`src/rtl/clkdiv_pkg.sv`:
```
package clkdiv_pkg;
  localparam int REG_W    = 32;
  localparam int CODE_W   = 4;
  localparam int CNT_W    = 7;
  localparam int KICK_BIT = 31;
  localparam int MASK_W   = 1 << CODE_W;

  typedef logic [CODE_W-1:0] code_t;
  typedef logic [CNT_W-1:0]  ratio_t;

  // Ratio for a code; reserved codes return 0.
  function automatic ratio_t ratio_of(code_t code);
    case (code)
      4'd0:    ratio_of = 7'd2;
      4'd1:    ratio_of = 7'd3;
      4'd2:    ratio_of = 7'd4;
      4'd3:    ratio_of = 7'd6;
      4'd4:    ratio_of = 7'd8;
      4'd5:    ratio_of = 7'd12;
      4'd6:    ratio_of = 7'd16;
      4'd7:    ratio_of = 7'd18;
      4'd8:    ratio_of = 7'd24;
      4'd9:    ratio_of = 7'd32;
      4'd10:   ratio_of = 7'd36;
      4'd11:   ratio_of = 7'd48;
      4'd13:   ratio_of = 7'd72;
      4'd14:   ratio_of = 7'd96;
      default: ratio_of = 7'd0;
    endcase
  endfunction

  // Bit position of each output's code field in word 0.
  function automatic int field_lsb(int idx);
    case (idx)
      0:       field_lsb = 20;
      1:       field_lsb = 16;
      2:       field_lsb = 8;
      3:       field_lsb = 4;
      default: field_lsb = 0;
    endcase
  endfunction
endpackage

```
`src/rtl/clkdiv_regs.sv`:
```
module clkdiv_regs
  import clkdiv_pkg::*;
#(
  parameter int NUM_OUT = 5,
  parameter logic [NUM_OUT*MASK_W-1:0] ALLOW_MASKS = '1
) (
  input  logic                          clk_i,
  input  logic                          rst_ni,
  input  logic                          wr_en_i,
  input  logic                          wr_addr_i,
  input  logic [REG_W-1:0]              wr_data_i,
  input  logic                          rd_addr_i,
  output logic [REG_W-1:0]              rd_data_o,
  input  logic                          pend_any_i,
  output logic [NUM_OUT-1:0][CODE_W-1:0] staged_o,
  output logic [NUM_OUT-1:0][CODE_W-1:0] live_o,
  output logic [NUM_OUT-1:0]            en_o,
  output logic                          kick_o
);
  logic [NUM_OUT-1:0][CODE_W-1:0] staged_q, staged_d, live_q, live_d;
  logic [NUM_OUT-1:0]             en_q, en_d, legal_w;
  logic                           wr_codes_w, wr_ctrl_w, kick_w;
  logic [REG_W-1:0]               codes_rd_w, ctrl_rd_w;

  assign wr_codes_w = wr_en_i && !wr_addr_i;
  assign wr_ctrl_w  = wr_en_i &&  wr_addr_i;
  assign kick_w     = wr_ctrl_w && wr_data_i[KICK_BIT];

  always_comb begin
    for (int i = 0; i < NUM_OUT; i++) begin
      legal_w[i] = ALLOW_MASKS[i*MASK_W + int'(staged_q[i])] &&
                   (ratio_of(staged_q[i]) != '0);
    end
  end

  always_comb begin
    staged_d = staged_q;
    live_d   = live_q;
    en_d     = en_q;
    if (wr_codes_w) begin
      for (int i = 0; i < NUM_OUT; i++) begin
        staged_d[i] = wr_data_i[field_lsb(i) +: CODE_W];
      end
    end
    if (wr_ctrl_w) begin
      en_d = wr_data_i[NUM_OUT-1:0];
    end
    if (kick_w) begin
      for (int i = 0; i < NUM_OUT; i++) begin
        if (legal_w[i]) live_d[i] = staged_q[i];
      end
    end
  end

  always_ff @(posedge clk_i or negedge rst_ni) begin
    if (!rst_ni) begin
      staged_q <= '0;
      live_q   <= '0;
      en_q     <= '0;
    end else begin
      if (wr_codes_w) staged_q <= staged_d;
      if (kick_w)     live_q   <= live_d;
      if (wr_ctrl_w)  en_q     <= en_d;
    end
  end

  always_comb begin
    codes_rd_w = '0;
    for (int i = 0; i < NUM_OUT; i++) begin
      codes_rd_w[field_lsb(i) +: CODE_W] = staged_q[i];
    end
    ctrl_rd_w = '0;
    ctrl_rd_w[KICK_BIT]    = pend_any_i;
    ctrl_rd_w[NUM_OUT-1:0] = en_q;
  end

  assign rd_data_o = rd_addr_i ? ctrl_rd_w : codes_rd_w;
  assign staged_o  = staged_q;
  assign live_o    = live_q;
  assign en_o      = en_q;
  assign kick_o    = kick_w;
endmodule

```
`src/rtl/clkdiv_unit.sv`:
```
module clkdiv_unit
  import clkdiv_pkg::*;
(
  input  logic              clk_i,
  input  logic              rst_ni,
  input  logic [CODE_W-1:0] code_i,
  input  logic              en_i,
  input  logic              kick_i,
  output logic              div_o,
  output logic              pend_o
);
  ratio_t ratio_q, ratio_d;
  logic [CNT_W-1:0] cnt_q, cnt_d;
  logic run_q, run_d, pend_q, pend_d, out_q, out_d, bound_w;

  always_comb begin
    bound_w = !run_q || (cnt_q == ratio_q - 1'b1);
    if (bound_w) begin
      ratio_d = ratio_of(code_i);
      run_d   = en_i;
      cnt_d   = '0;
    end else begin
      ratio_d = ratio_q;
      run_d   = run_q;
      cnt_d   = cnt_q + 1'b1;
    end
    if (kick_i)       pend_d = 1'b1;
    else if (bound_w) pend_d = 1'b0;
    else              pend_d = pend_q;
    out_d = run_d && (cnt_d < (ratio_d >> 1));
  end

  always_ff @(posedge clk_i or negedge rst_ni) begin
    if (!rst_ni) begin
      ratio_q <= 7'd2;
      cnt_q   <= '0;
      run_q   <= 1'b0;
      pend_q  <= 1'b0;
      out_q   <= 1'b0;
    end else begin
      ratio_q <= ratio_d;
      cnt_q   <= cnt_d;
      run_q   <= run_d;
      pend_q  <= pend_d;
      out_q   <= out_d;
    end
  end

  assign div_o  = out_q;
  assign pend_o = pend_q;
endmodule

```
`src/rtl/clkdiv_bank.sv`:
```
module clkdiv_bank
  import clkdiv_pkg::*;
#(
  parameter int NUM_OUT = 5,
  parameter logic [NUM_OUT*MASK_W-1:0] ALLOW_MASKS =
    {16'h677C, 16'h6FFF, 16'h6FFF, 16'h6FFF, 16'h6FFF}
) (
  input  logic               clk_i,
  input  logic               rst_ni,
  input  logic               wr_en_i,
  input  logic               wr_addr_i,
  input  logic [REG_W-1:0]   wr_data_i,
  input  logic               rd_addr_i,
  output logic [REG_W-1:0]   rd_data_o,
  output logic [NUM_OUT-1:0] div_clk_o
);
  logic [NUM_OUT-1:0][CODE_W-1:0] staged_w, live_w;
  logic [NUM_OUT-1:0]             en_w, pend_w;
  logic                           kick_w, pend_any_w;

  assign pend_any_w = |pend_w;

  clkdiv_regs #(.NUM_OUT(NUM_OUT), .ALLOW_MASKS(ALLOW_MASKS)) u_regs (
    .clk_i      (clk_i),
    .rst_ni     (rst_ni),
    .wr_en_i    (wr_en_i),
    .wr_addr_i  (wr_addr_i),
    .wr_data_i  (wr_data_i),
    .rd_addr_i  (rd_addr_i),
    .rd_data_o  (rd_data_o),
    .pend_any_i (pend_any_w),
    .staged_o   (staged_w),
    .live_o     (live_w),
    .en_o       (en_w),
    .kick_o     (kick_w)
  );

  for (genvar g = 0; g < NUM_OUT; g++) begin : g_div
    clkdiv_unit u_unit (
      .clk_i  (clk_i),
      .rst_ni (rst_ni),
      .code_i (live_w[g]),
      .en_i   (en_w[g]),
      .kick_i (kick_w),
      .div_o  (div_clk_o[g]),
      .pend_o (pend_w[g])
    );
  end
endmodule

```
`config.mk`:
```
export PLATFORM = sky130hd
export DESIGN_NAME = clkdiv_bank
export DESIGN_NICKNAME = d
export VERILOG_FILES = /design/src/rtl/clkdiv_pkg.sv /design/src/rtl/clkdiv_regs.sv /design/src/rtl/clkdiv_unit.sv /design/src/rtl/clkdiv_bank.sv
export SDC_FILE = /design/constraint.sdc
export NUM_CORES = 1
export LEC_CHECK = 0
export BUFFER_PORTS_ARGS = -buffer_cell sky130_fd_sc_hd__buf_2
export CORE_ASPECT_RATIO = 0.6
export CORE_MARGIN = 2
export CORE_UTILIZATION = 35
export DETAILED_ROUTE_END_ITERATION = 6
export HOLD_SLACK_MARGIN = 0.1
export SLEW_MARGIN = 20
export SYNTH_ARGS = -nofsm -noshare
export SYNTH_HDL_FRONTEND = slang
export SYNTH_HIERARCHICAL = 1
export SYNTH_SLANG_ARGS = --single-unit
```
`constraint.sdc`:
```
create_clock -name clk_i -period 4.6 [get_ports clk_i]
set_input_delay 0.23 -clock clk_i [delete_from_list [all_inputs] [get_ports clk_i]]
set_output_delay 0.23 -clock clk_i [all_outputs]
set_load 0.01 [all_outputs]
```
Yosys cells after proc, flatten, opt, wreduce, memory -nomap -nowiden:

Memories as Yosys holds them, arrays and structs flattened.
Cells that the tools add are included.

* add/subtract/negate cells: 14
* order comparisons: 10
* equal/unequal tests: 5
* shift-type cells: 5
* mux-type cells: 40
* reductions and logical operators: 40

Operators with widths (count)
* $mux W32: 6
* $shiftx A32 B32 Y4: 5
* $lt A32 B9 Y1 const B: 4
* $mux W7: 10
* $add A7 B1 Y7 const B: 5
* $eq A7 B7 Y1: 5
* $lt A7 B6 Y1: 5
* $reduce_bool A7 Y1: 5
* $sub A7 B1 Y7 const B: 5
* $mux W1: 24
* $add A6 B4 Y7 const A: 2
* $logic_and A1 B1 Y1: 13
* $reduce_and A2 Y1: 5
* $reduce_bool A2 Y1: 5
* $add A7 B4 Y8 const A: 1
* $lt A4 B8 Y1 const B: 1
* $add A5 B4 Y6 const A: 1
* $logic_not A1 Y1: 6
* $logic_or A1 B1 Y1: 5
* $reduce_or A5 Y1: 1

* register bits: 130
* memory bits (read-only): 1648
* output and inout port bits: 37
* logic and storage cells: 170
* memories: 15

Memory list
* (no name shown): words 128, bits a word 1, read ports 1, clocked after Yosys merged registers in 0, wr ports 0, RTL line clkdiv_regs.sv:31 `legal_w[i] = ALLOW_MASKS[i*MASK_W + int'(staged_q[i])] &&`
* (no name shown): words 128, bits a word 1, read ports 1, clocked after Yosys merged registers in 0, wr ports 0, RTL line clkdiv_regs.sv:31
* (no name shown): words 128, bits a word 1, read ports 1, clocked after Yosys merged registers in 0, wr ports 0, RTL line clkdiv_regs.sv:31
* (no name shown): words 128, bits a word 1, read ports 1, clocked after Yosys merged registers in 0, wr ports 0, RTL line clkdiv_regs.sv:31
* (no name shown): words 16, bits a word 7, read ports 1, clocked after Yosys merged registers in 0, wr ports 0, RTL line clkdiv_pkg.sv:13 `case (code)`
* (no name shown): words 16, bits a word 7, read ports 1, clocked after Yosys merged registers in 0, wr ports 0, RTL line clkdiv_pkg.sv:13
* 9 more memories

Longest topological paths before layout:

Gate-level depths: netlist of the first run.

* depth after elaboration: 6
* mapped depth: 16
* depth with buffers taken out: 16

Cells and area by module:

The synthesis of the first run kept the hierarchy.

By module, submodules not included
* clkdiv_unit at g_div[2].u_unit ...: instances 2, cells an instance 115, area an instance 1188.6 um2, sequential area each 426.7 um2
* clkdiv_regs: instances 1, cells an instance 194, area an instance 2220.9 um2, sequential area each 1126.1 um2
* clkdiv_unit at g_div[1].u_unit: instances 1, cells an instance 125, area an instance 1188.6 um2, sequential area each 426.7 um2
* clkdiv_unit at g_div[0].u_unit: instances 1, cells an instance 117, area an instance 1147.4 um2, sequential area each 426.7 um2
* clkdiv_unit at g_div[4].u_unit: instances 1, cells an instance 119, area an instance 1139.8 um2, sequential area each 426.7 um2
* clkdiv_bank: instances 1, cells an instance 3, area an instance 12.5 um2, sequential area each 0.0 um2

Worst setup path before layout of the first run:

No wires, ideal clock.

* kind: register to register
* start: register g_div[0].u_unit.ratio_q[0]
* end: register g_div[0].u_unit.out_q
* data arrival time: 3.144 ns
* required time: 4.504 ns
* setup slack: 1.361 ns
* cell stages (with the launch flop): 15
* cells stage by stage: dfrtp_1 -> inv_1 -> ha_1 -> nor3b_1 -> mux2i_1 -> mux2_2 -> o22a_1 -> o31ai_4 -> buf_6 -> mux2_1 -> ha_1 -> a21o_1 -> a21oi_1 -> o21ai_0 -> a311oi_2

* word-level cells in the longest chain between the ends: 6

RTL lines
* start, declared: RTL line clkdiv_unit.sv:12 `ratio_t ratio_q, ratio_d;`
* start signal, assigned: RTL line clkdiv_unit.sv:41 `ratio_q <= ratio_d;`
* $sub A7 B1 Y7 *: RTL line clkdiv_unit.sv:17 `bound_w = !run_q || (cnt_q == ratio_q - 1'b1);`
* $eq A7 B7 Y1 *: RTL line clkdiv_unit.sv:17
* $logic_or A1 B1 Y1 *: RTL line clkdiv_unit.sv:17
* $mux W7: RTL line clkdiv_unit.sv:18 `if (bound_w) begin`
* $lt A7 B6 Y1: RTL line clkdiv_unit.sv:30 `out_d = run_d && (cnt_d < (ratio_d >> 1));`
* $logic_and A1 B1 Y1 *: RTL line clkdiv_unit.sv:30
* via g_div[0].u_unit.out_d: RTL line clkdiv_unit.sv:14 `logic run_q, run_d, pend_q, pend_d, out_q, out_d, bound_w;`
* end signal, assigned: RTL line clkdiv_unit.sv:45 `out_q <= out_d;`
* end, declared: RTL line clkdiv_unit.sv:14

Mark *: on every way through the listed nets, which the timed path passes. The rest lies on a longest branch.
A chain may end at the register's enable or synchronous reset.

Final worst setup path of the first run:

* start: register g_div[2].u_unit.ratio_q[1]
* end: register g_div[2].u_unit.out_q

* word-level cells in the longest chain between the ends: 6

RTL lines (RTL line)
* start, declared: clkdiv_unit.sv:12
* start signal, assigned: clkdiv_unit.sv:41
* $sub A7 B1 Y7: clkdiv_unit.sv:17
* $eq A7 B7 Y1: clkdiv_unit.sv:17
* $logic_or A1 B1 Y1: clkdiv_unit.sv:17
* $mux W7: clkdiv_unit.sv:18
* $lt A7 B6 Y1: clkdiv_unit.sv:30
* $logic_and A1 B1 Y1 *: clkdiv_unit.sv:30
* via g_div[2].u_unit.out_d: clkdiv_unit.sv:14
* end signal, assigned: clkdiv_unit.sv:45
* end, declared: clkdiv_unit.sv:14

Marks and branches as above.

==> results of run 1 <==
[how the worst max path moves through the flow]
stage          cells past startpoint                                    from                               to
2_1_floorplan                     14  g_div[0].u_unit/ratio_q[0]$_DFFE_PN0N_  g_div[0].u_unit/div_o$_DFF_PN0_
3_3_place_gp                      16    g_div[4].u_unit/ratio_q[1]$_DFF_PN1_  g_div[4].u_unit/div_o$_DFF_PN0_
3_5_place_dp                      12    g_div[2].u_unit/ratio_q[1]$_DFF_PN1_  g_div[2].u_unit/div_o$_DFF_PN0_
4_1_cts                           12    g_div[2].u_unit/ratio_q[1]$_DFF_PN1_  g_div[2].u_unit/div_o$_DFF_PN0_
5_1_grt                           13  g_div[0].u_unit/ratio_q[0]$_DFFE_PN0N_  g_div[0].u_unit/div_o$_DFF_PN0_
6_report                          12    g_div[2].u_unit/ratio_q[1]$_DFF_PN1_  g_div[2].u_unit/div_o$_DFF_PN0_
[synth_stat cells (7+ instances only)]
cell,count
and3_1,12
ha_1,61
nand3_1,25
xnor2_1,38
buf_4,12
mux2_2,39
inv_1,66
dfrtp_1,125
nor2_1,51
and2_1,12
nand2_1,42
nor2b_1,27
xor2_1,36
nor3_1,9
mux2_4,14
clkbuf_1,11
mux2i_1,28
nand2b_1,9
o21ai_0,39
a21oi_1,19
a21o_1,7
[cell families (layout without fill, tap and decap cells)]
| group | Yosys count | after routing | share of synthesized area (%) |
|---|---|---|---|
| AOI/OAI and AO/OA | 113 | 113 | 9.55 |
| adders and majority gates | 63 | 63 | 9.72 |
| muxes | 84 | 84 | 11.9 |
| buffers and inverters | 99 | 174 | 5.62 |
| other | 1 | 12 | 0.0464 |
| and+or+nand+nor | 224 | 224 | 14.8 |
| DFF | 130 | 130 | 40.3 |
| xor gates and xnor gates | 74 | 74 | 8.01 |
[layer usage]
metal	up-vias	share of wire, %	track usage [%]
li1	2845	-	-
met3	17	2.7	3.72
met5	-	0	0
met4	0	1.3	4.29
met1	2701	54	22.2
met2	53	42	23.2
[cell type report]
type / instances / share of cell area [%]
Multi-Input combinational cell: 569 / 46.8
Sequential cell: 130 / 34.6
Timing Repair Buffer: 76 / 5.33
Clock buffer: 20 / 4.74
Tap cell: 315 / 4.18
Inverter: 66 / 2.63
Clock inverter: 12 / 1.67
Antenna cell: 1 / 0.0266
[state kept, by name, indices dropped and copies added (netlist names)]
name,count
g_div.u_unit/cnt_q,35
u_regs/staged_o,20
g_div.u_unit/ratio_q,35
u_regs/live_o,20
g_div.u_unit/run_q,5
g_div.u_unit/pend_o,5
g_div.u_unit/div_o,5
u_regs/en_o,5
[per-stage QoR]
step,cells,util [%],setup slack [ps],hold WS (ps),instance area [sq um]
4_1_cts,1188,41.2,846,261,9420
3_3_place_gp,1135,37.6,899,368,8600
3_5_place_dp,1135,37.6,870,375,8600
5_1_grt,1189,41.2,601,297,9420
6_report,1189,41.2,838,301,9420
2_1_floorplan,798,-,1360,-65.6,8120
[report_power, final]
group	leakage, nW	internal (mW)	switching (mW)
combinational	2.57	1.59	1.63
clock	0.275	0.867	0.533
sequential	1.58	1.57	0.539
[worst min-delay path: cells and delay by family]
family                 cells  cell delay, ps
buffers and inverters      1             100
AOI/OAI and AO/OA          1             170
and+or+nand+nor            1             190
==> results.cfg, run 1 <==
[synth]
ys_seq_area_share_pct = 40.3
netlist.area_leader.share_pct = 38.7
synth_edf_count = 0
synth_area_leader_cell = dfrtp_1
ys.flop_type = dfrtp_1
yosysWarnings = 6
synthTopCellsByArea = dfrtp_1, ha_1, mux2_2, xnor2_1, xor2_1
syn_area_per_cell_sq_um = 10.3
syn_area_sq_mm = 0.00809
synth_seq_cells = 130
syn_inst = 788
synthDistinctLibCells = 71
postSynth.asyncResetShare_pct = 100

[clock_tree]
ctsHtreeMaxLevel = 4
post_cts_buffers = 0
clk_pin_slew_ps = 60
clock-root-buffer = clkbuf_16
clk_latency_ps = 430
cts_buffers = 17
cts_tree = done
holdBufCountCts = 21
cts.sinks = 130
clockBufferDepth = 2
cts_resized = 0

[cells_and_area]
layout_common_cells = dfrtp_1, inv_1, ha_1
multiInputGateArea_sq_mm = 0.00441
fin_nets = 958
synthToLayoutAreaGrowth_pct = 16.5
drive_above_1_share_pct = 18.7
mostFrequentLayoutCell = dfrtp_1
regArea_sq_mm = 0.00326
n_fill_cell = 2230

[setup_path]
cp_top_family = compound AO/OA/AOI/OAI gates
regToRegSetupSlack_ps = 840
cpPeakStageDelay_ps = 800
r2r_start = g_div[2].u_unit/ratio_q[1]$_DFF_PN1_
path_class = reg -> reg
worstSetupStartpointType = flop
cp_max_fo = 22
worstPathArrival_ps = 4010
worst_setup_path_end_kind = flop
path_cells = inv_1 > ha_1 > maj3_2 > a2bb2oi_1 > o41a_1 > mux2_4 > ha_1 > nand3_1 > or2_2 > a21o_1 > nand3_1 > mux2i_1
r2r_end = g_div[2].u_unit/div_o$_DFF_PN0_
cpMaxStageDelayCell = o41a_1
crit_buf_inv = 1
required_ps = 4850
reg2reg_depth = 12

[floorplanning]
ios = 74
dieArea_sq_mm = 0.0244
die_y_um = 122
row_count = 43
start_util_pct = 35.4
core_sq_mm = 0.0229
fp.dieW_um = 200

[routing]
totalWireLength_um = 17800
drtAntennaViolNets = 0
first_pass_iters = 4
wl_per_cell_um = 14.9
num_vias = 5616
drt-initial-drc-count = 380
post_drt_via_cell_ratio = 4.72
post-route-drc-count = 0

[min_path]
min_to = u_regs/live_o[11]$_DFFE_PN0P_
min_path_cells = 3
min_path_type = in -> reg
holdCritStartpoint = wr_data_i[31]

[sta]
rsz0062_at_grt = no
hold_viol = 0
slew_headroom_pct = 29.2
fin_tns_setup_ps = 0
period_share_pct = 81.8
clock_skew_ps = 11.8
worst_pin_slew_ps = 1060
fmax_mhz = 266
slew_violations = 0
finalSetupViolations = 0
period_minus_slack_ps = 3760

[power_and_ir_drop]
p_per_area_mw_per_mm2 = 715
power.total_mw = 6.74
ir_drop_v = 0.000321
power.leakage_nw = 4.42

[global_routing]
grt_max_degree = 89
antenna_found_initial = 1
grt_pass1_wl_um = 29500
grt-ovfl-total = 0
grtUsageTotal_pct = 15.5
grt_pass1_vias = 5644

[place]
numPortBuffers = 51
gp_congestion = 0.818
hpwl_um = 12700

[flow_run]
drv_cap = 0

[outcome]
status = completed
No activity file was read; power rests on OpenSTA's default activity.
==> inputs of run 2 (changes only) <==
- clock period: 4.6 -> 3.8 ns (I/O delays scaled with it)
==> results.cfg, run 2 (synthesized netlist as in run 1, its figures left out) <==
[setup_path]
cpMaxStageDelayCell = dfstp_2
required_ps = 4070
cp_top_family = adder cells
worst_setup_path_end_kind = flop
path_class = reg -> reg
path_cells = inv_1 > ha_1 > maj3_2 > a2bb2oi_1 > o41a_1 > buf_4 > mux2i_1 > ha_1 > nand3_1 > or2_2 > a21o_1 > nand3_1 > mux2i_1
cpPeakStageDelay_ps = 570
crit_buf_inv = 2
worstPathArrival_ps = 3800
worstSetupStartpointType = flop
cp_max_fo = 16

[floorplanning]
die_y_um = 122
dieArea_sq_mm = 0.0244
core_sq_mm = 0.0229
fp.dieW_um = 200
ios = 74
row_count = 43
start_util_pct = 35.4

[power_and_ir_drop]
netSwitchingFraction_pct = 39.3
intPower_mw = 5.10
ir_drop_v = 0.000424
power_frac_comb_pct = 47.4
p_per_area_mw_per_mm2 = 882
p_clk_share_pct = 22.3
power.total_mw = 8.41
p_sw_mw = 3.31
p_seq_share_pct = 30.4
power.leakage_nw = 4.49

[routing]
drt-initial-drc-count = 298
drtAntennaViolNets = 0
post-route-drc-count = 0
first_pass_iters = 4
totalWireLength_um = 18200
num_vias = 5671
post_drt_via_cell_ratio = 4.75
wl_per_cell_um = 15.2

[cells_and_area]
multiInputGateArea_sq_mm = 0.00442
postLayoutCoreUtil_pct = 41.7
n_fill_cell = 2183
fin_nets = 965
antennaDiodeCount = 0
synthToLayoutAreaGrowth_pct = 17.9
regArea_sq_mm = 0.00326
drive_above_1_share_pct = 19.6
design_area_sq_mm = 0.00954
stdcell_count = 1194
mostFrequentLayoutCell = dfrtp_1
reg_top3 = g_div.u_unit/cnt_q: 35 flops, g_div.u_unit/ratio_q: 35 flops
layout_common_cells = dfrtp_1, inv_1, ha_1

[sta]
hold_viol = 0
whs_ps = 223
fin_tns_setup_ps = 0
fmax_mhz = 284
rsz0062_at_grt = no
postLayoutSetupSlackWorst_ps = 276
finalSetupViolations = 0
slew_violations = 0
slew_headroom_pct = 33.8
worst_pin_slew_ps = 992
period_share_pct = 92.7
clock_skew_ps = 9.68
period_minus_slack_ps = 3520

[place]
pre_cts_ws_ps = 313
hpwl_um = 13200
placed_cells = 1142
placed_cell_area_sq_mm = 0.00866
gp_congestion = 0.817
numPortBuffers = 51

[global_routing]
grt_pass1_wl_um = 29900
grt_pass1_vias = 5462
grt-ovfl-total = 0
grtUsageTotal_pct = 15.8
grt_max_degree = 100
antenna_found_initial = 0

[clock_tree]
cts_tree = done
ctsHtreeMaxLevel = 4
clockBufferDepth = 2
cts.sinks = 130
clk_pin_slew_ps = 60
clock-root-buffer = clkbuf_16
clk_latency_ps = 420
post_cts_buffers = 0
cts_buffers = 17

[flow_run]
drv_cap = 0

[min_path]
min_path_type = in -> reg

[outcome]
status = completed
run 2: changes by cell type in the layout (fill, tap and decap cells not counted), sizes merged:
| cell | delta |
|---|---|
| clkinv | +1 |
| diode | -1 |
| clkinvlp | -3 |
| buf | +7 |
| bufinv | +3 |
| clkbuf | -2 |
run 2: timing repair:
action / 4_1_cts / 5_1_grt
hold endpoints to repair: 119 / 0
setup endpoints to repair: 0 / 1
resized for setup: 0 / 1
hold buffers: 21 / 0
run 2: power groups by stage:
stage | clock, mW | sequential (mW) | combinational, mW
6_report | 1.87 | 2.55 | 3.98
4_1_cts | 1.90 | 2.54 | 3.99
3_5_place_dp | 0 | 2.56 | 3.92
5_1_grt | 1.97 | 2.64 | 4.55
3_3_place_gp | 0 | 2.56 | 3.84
2_1_floorplan | 0 | 2.34 | 3.22
run 2: final cells by class:
cell class	instances	share of cell area, %
timing repair buffer	83	5.81
sequential	130	34.2
clock buffer	18	4.50
tap	315	4.13
clock inverter	13	2.45
multi-input combinational	569	46.3
inverter	66	2.60
run 2: worst paths after layout:
| path | slack, ps | endpoint | cells past startpoint | start |
|---|---|---|---|---|
| worst max register to register | 280 | g_div[2].u_unit/div_o$_DFF_PN0_ | 13 | g_div[2].u_unit/ratio_q[1]$_DFF_PN1_ |
| worst max-delay path | 280 | g_div[2].u_unit/div_o$_DFF_PN0_ | 13 | g_div[2].u_unit/ratio_q[1]$_DFF_PN1_ |
| min in group asynchronous | 420 | g_div[2].u_unit/ratio_q[0]$_DFFE_PN0N_ | 2 | rst_ni |
| worst min register to register | 490 | g_div[3].u_unit/pend_o$_DFFE_PN0P_ | 1 | g_div[3].u_unit/pend_o$_DFFE_PN0P_ |
| max in group asynchronous | 2400 | g_div[3].u_unit/ratio_q[1]$_DFF_PN1_ | 3 | rst_ni |
| worst min-delay path | 220 | u_regs/live_o[11]$_DFFE_PN0P_ | 3 | wr_data_i[31] |
run 2: worst reg2reg max path, delay by kind of cell, from the launching register on:
kind	cells	cell delay (ps)
adder cells (fa/ha/maj)	3	880
AO/OA/AOI/OAI	3	840
flip-flops	1	570
AND/OR/NAND/NOR	3	480
buffers and inverters	2	340
multiplexers	2	280
run 2: layer usage:
metal	part of all wire, %	up-vias	track usage, %
met1	55	2745	24.2
met3	3.4	9	3.53
li1	-	2852	-
met4	0.67	0	3.78
met5	0	-	0
met2	41	65	22.2
==> inputs of run 3 (changes only) <==
--- a/config.mk
+++ b/config.mk
@@ -7,2 +7,3 @@
 export LEC_CHECK = 0
+export ABC_AREA = 1
 export BUFFER_PORTS_ARGS = -buffer_cell sky130_fd_sc_hd__buf_2
==> constraint.sdc (replaced) <==
create_clock -name clk_i -period 3.8 [get_ports clk_i]
set_input_delay 1.14 -clock clk_i [delete_from_list [all_inputs] [get_ports clk_i]]
set_output_delay 1.14 -clock clk_i [all_outputs]
set_load 0.01 [all_outputs]
==> results.cfg, run 3 <==
[outcome]
status = completed

[place]
hpwl_um = 14700
gp_congestion = 0.841
pre_cts_ws_ps = 629
placed_cells = 1499
numPortBuffers = 51

[cells_and_area]
reg_top3 = g_div.u_unit/cnt_q: 35 flops, g_div.u_unit/ratio_q: 35 flops
fin_nets = 1294
layout_common_cells = nand2_1, inv_1, nor2_1
stdcell_count = 1532
mostFrequentLayoutCell = nand2_1
synthToLayoutAreaGrowth_pct = 13.4
drive_above_1_share_pct = 15.6

[floorplanning]
die_y_um = 125
row_count = 44
start_util_pct = 35.6
fp.dieW_um = 206
ios = 74
dieArea_sq_mm = 0.0259
core_sq_mm = 0.0242

[power_and_ir_drop]
power.leakage_nw = 5.15
ir_drop_v = 0.000334
power.total_mw = 8.65
p_per_area_mw_per_mm2 = 887

[sta]
period_share_pct = 82.7
clock_skew_ps = 9.69
worst_pin_slew_ps = 719
fmax_mhz = 318
fin_tns_setup_ps = 0
postLayoutSetupSlackWorst_ps = 659
finalSetupViolations = 0
rsz0062_at_grt = no
period_minus_slack_ps = 3140
slew_headroom_pct = 52.1
hold_viol = 0
whs_ps = 514
slew_violations = 0

[synth]
ys.flop_type = dfrtp_1
netlist.area_leader.share_pct = 36.4
syn_inst = 1138
synthTopCellsByCount = nand2_1, inv_1, nor2_1, dfrtp_1, nand3_1
yosysMostFrequentCell = nand2_1
synthTopCellsByArea = dfrtp_1, nand2_1, ha_1, inv_1, nor2_1
syn_area_per_cell_sq_um = 7.56
syn_area_sq_mm = 0.00860
ys_seq_area_share_pct = 37.9
synthDistinctLibCells = 45
postSynth.asyncResetShare_pct = 100
synth_edf_count = 0
yosysWarnings = 6
synth_seq_cells = 130
synth_area_leader_cell = dfrtp_1

[global_routing]
grt_pass1_wl_um = 32700
grt_pass1_vias = 6578
antenna_found_initial = 1
grt-ovfl-total = 0
grt_max_degree = 76
grtUsageTotal_pct = 15.7

[setup_path]
worst_setup_path_end_kind = primary output
path_class = in -> out
required_ps = 2660
cp_max_fo = 26
worstPathArrival_ps = 2000
worstSetupStartpointType = input pin

[flow_run]
drv_cap = 0

[clock_tree]
cts.sinks = 130
clk_latency_ps = 420
clockBufferDepth = 2
post_cts_buffers = 0
clock-root-buffer = clkbuf_16
clk_pin_slew_ps = 60
cts_buffers = 17
cts_tree = done
ctsHtreeMaxLevel = 4
holdBufCountCts = 0
cts_resized = 0

[routing]
totalWireLength_um = 19100
first_pass_iters = 5
num_vias = 6965
post_drt_via_cell_ratio = 4.55
post-route-drc-count = 0
drt-initial-drc-count = 354
wl_per_cell_um = 12.5
drtAntennaViolNets = 0

[min_path]
min_path_type = reg -> reg
run 3: cell count changes in the layout (fill, tap and decap cells not counted), moves of 14 or more:
| cell | change |
|---|---|
| xor2_1 | -17 |
| mux2i_1 | -25 |
| o21ai_2 | +18 |
| xnor2_1 | -27 |
| mux2_4 | -14 |
| nand3_1 | +61 |
| mux2_2 | -39 |
| a21oi_1 | +20 |
| inv_1 | +107 |
| nor2_2 | +18 |
| nand2_1 | +234 |
| nor2b_1 | -27 |
| dlygate4sd3_1 | -21 |
| nor2_1 | +77 |
run 3: worst paths after layout:
check	endpoint	start	cells past startpoint	slack, ps
setup / recovery	rd_data_o[1]	rd_addr_i	4	660
hold / removal	u_regs/live_o[15]$_DFFE_PN0P_	u_regs/staged_o[15]$_DFFE_PN0P_	2	510
setup reg to reg	g_div[0].u_unit/div_o$_DFF_PN0_	g_div[0].u_unit/ratio_q[1]$_DFF_PN1_	20	860
hold reg to reg	u_regs/live_o[15]$_DFFE_PN0P_	u_regs/staged_o[15]$_DFFE_PN0P_	2	510
max in group asynchronous	g_div[1].u_unit/ratio_q[1]$_DFF_PN1_	rst_ni	2	2260
min in group asynchronous	g_div[2].u_unit/div_o$_DFF_PN0_	rst_ni	1	730
run 3: report_power, final:
group,total (mW),internal [mW],switching (mW),leakage (nW)
logic,4.45,1.75,2.69,3.27
registers,2.48,1.92,0.561,1.58
clock network,1.72,1.06,0.666,0.298
total,8.65,4.73,3.92,5.15
run 3: area by class of cell:
type	count	area [sq um]
fill	2480	14400
multi-input combinational	804	4460
sequential	130	3260
inverter	187	712
clock buffer	18	439
tap	322	403
timing repair buffer	56	299
clock inverter	14	176
antenna	1	2.50
run 3: worst max-delay path: stages:
cell     delay, ps
buf_2          440
nand2_1        120
o21ai_0        130
buf_2          170
run 3: cells by family (layout without fill, tap and decap cells):
| group | after synthesis | after routing | share of synthesized area, % |
|---|---|---|---|
| xor gates and xnor gates | 30 | 30 | 3.06 |
| and+or+nand+nor | 583 | 583 | 30.9 |
| other | 1 | 12 | 0.0436 |
| DFF | 130 | 130 | 37.9 |
| muxes | 3 | 3 | 0.349 |
| buffers and inverters | 214 | 275 | 10.6 |
| AOI/OAI and AO/OA | 116 | 116 | 8.26 |
| adders and majority gates | 61 | 61 | 8.88 |
run 3: metrics by stage:
stage,util [%],area (sq um)
finish,40.4,9750
global route,40.4,9750
CTS,40.4,9750
detailed placement,37.8,9140
global placement,37.8,9140
floorplan,-,8640
run 3: layer usage:
layer  vias to the layer above  share of wire, %  wire (um)  track usage (%)
li1                       3688                 -          -                -
met1                      3183                57      10800             24.5
met2                        81                39       7390             21.7
met3                        13               3.4        642             3.23
met4                         0               1.2        235             4.37
met5                         -                 0          0                0
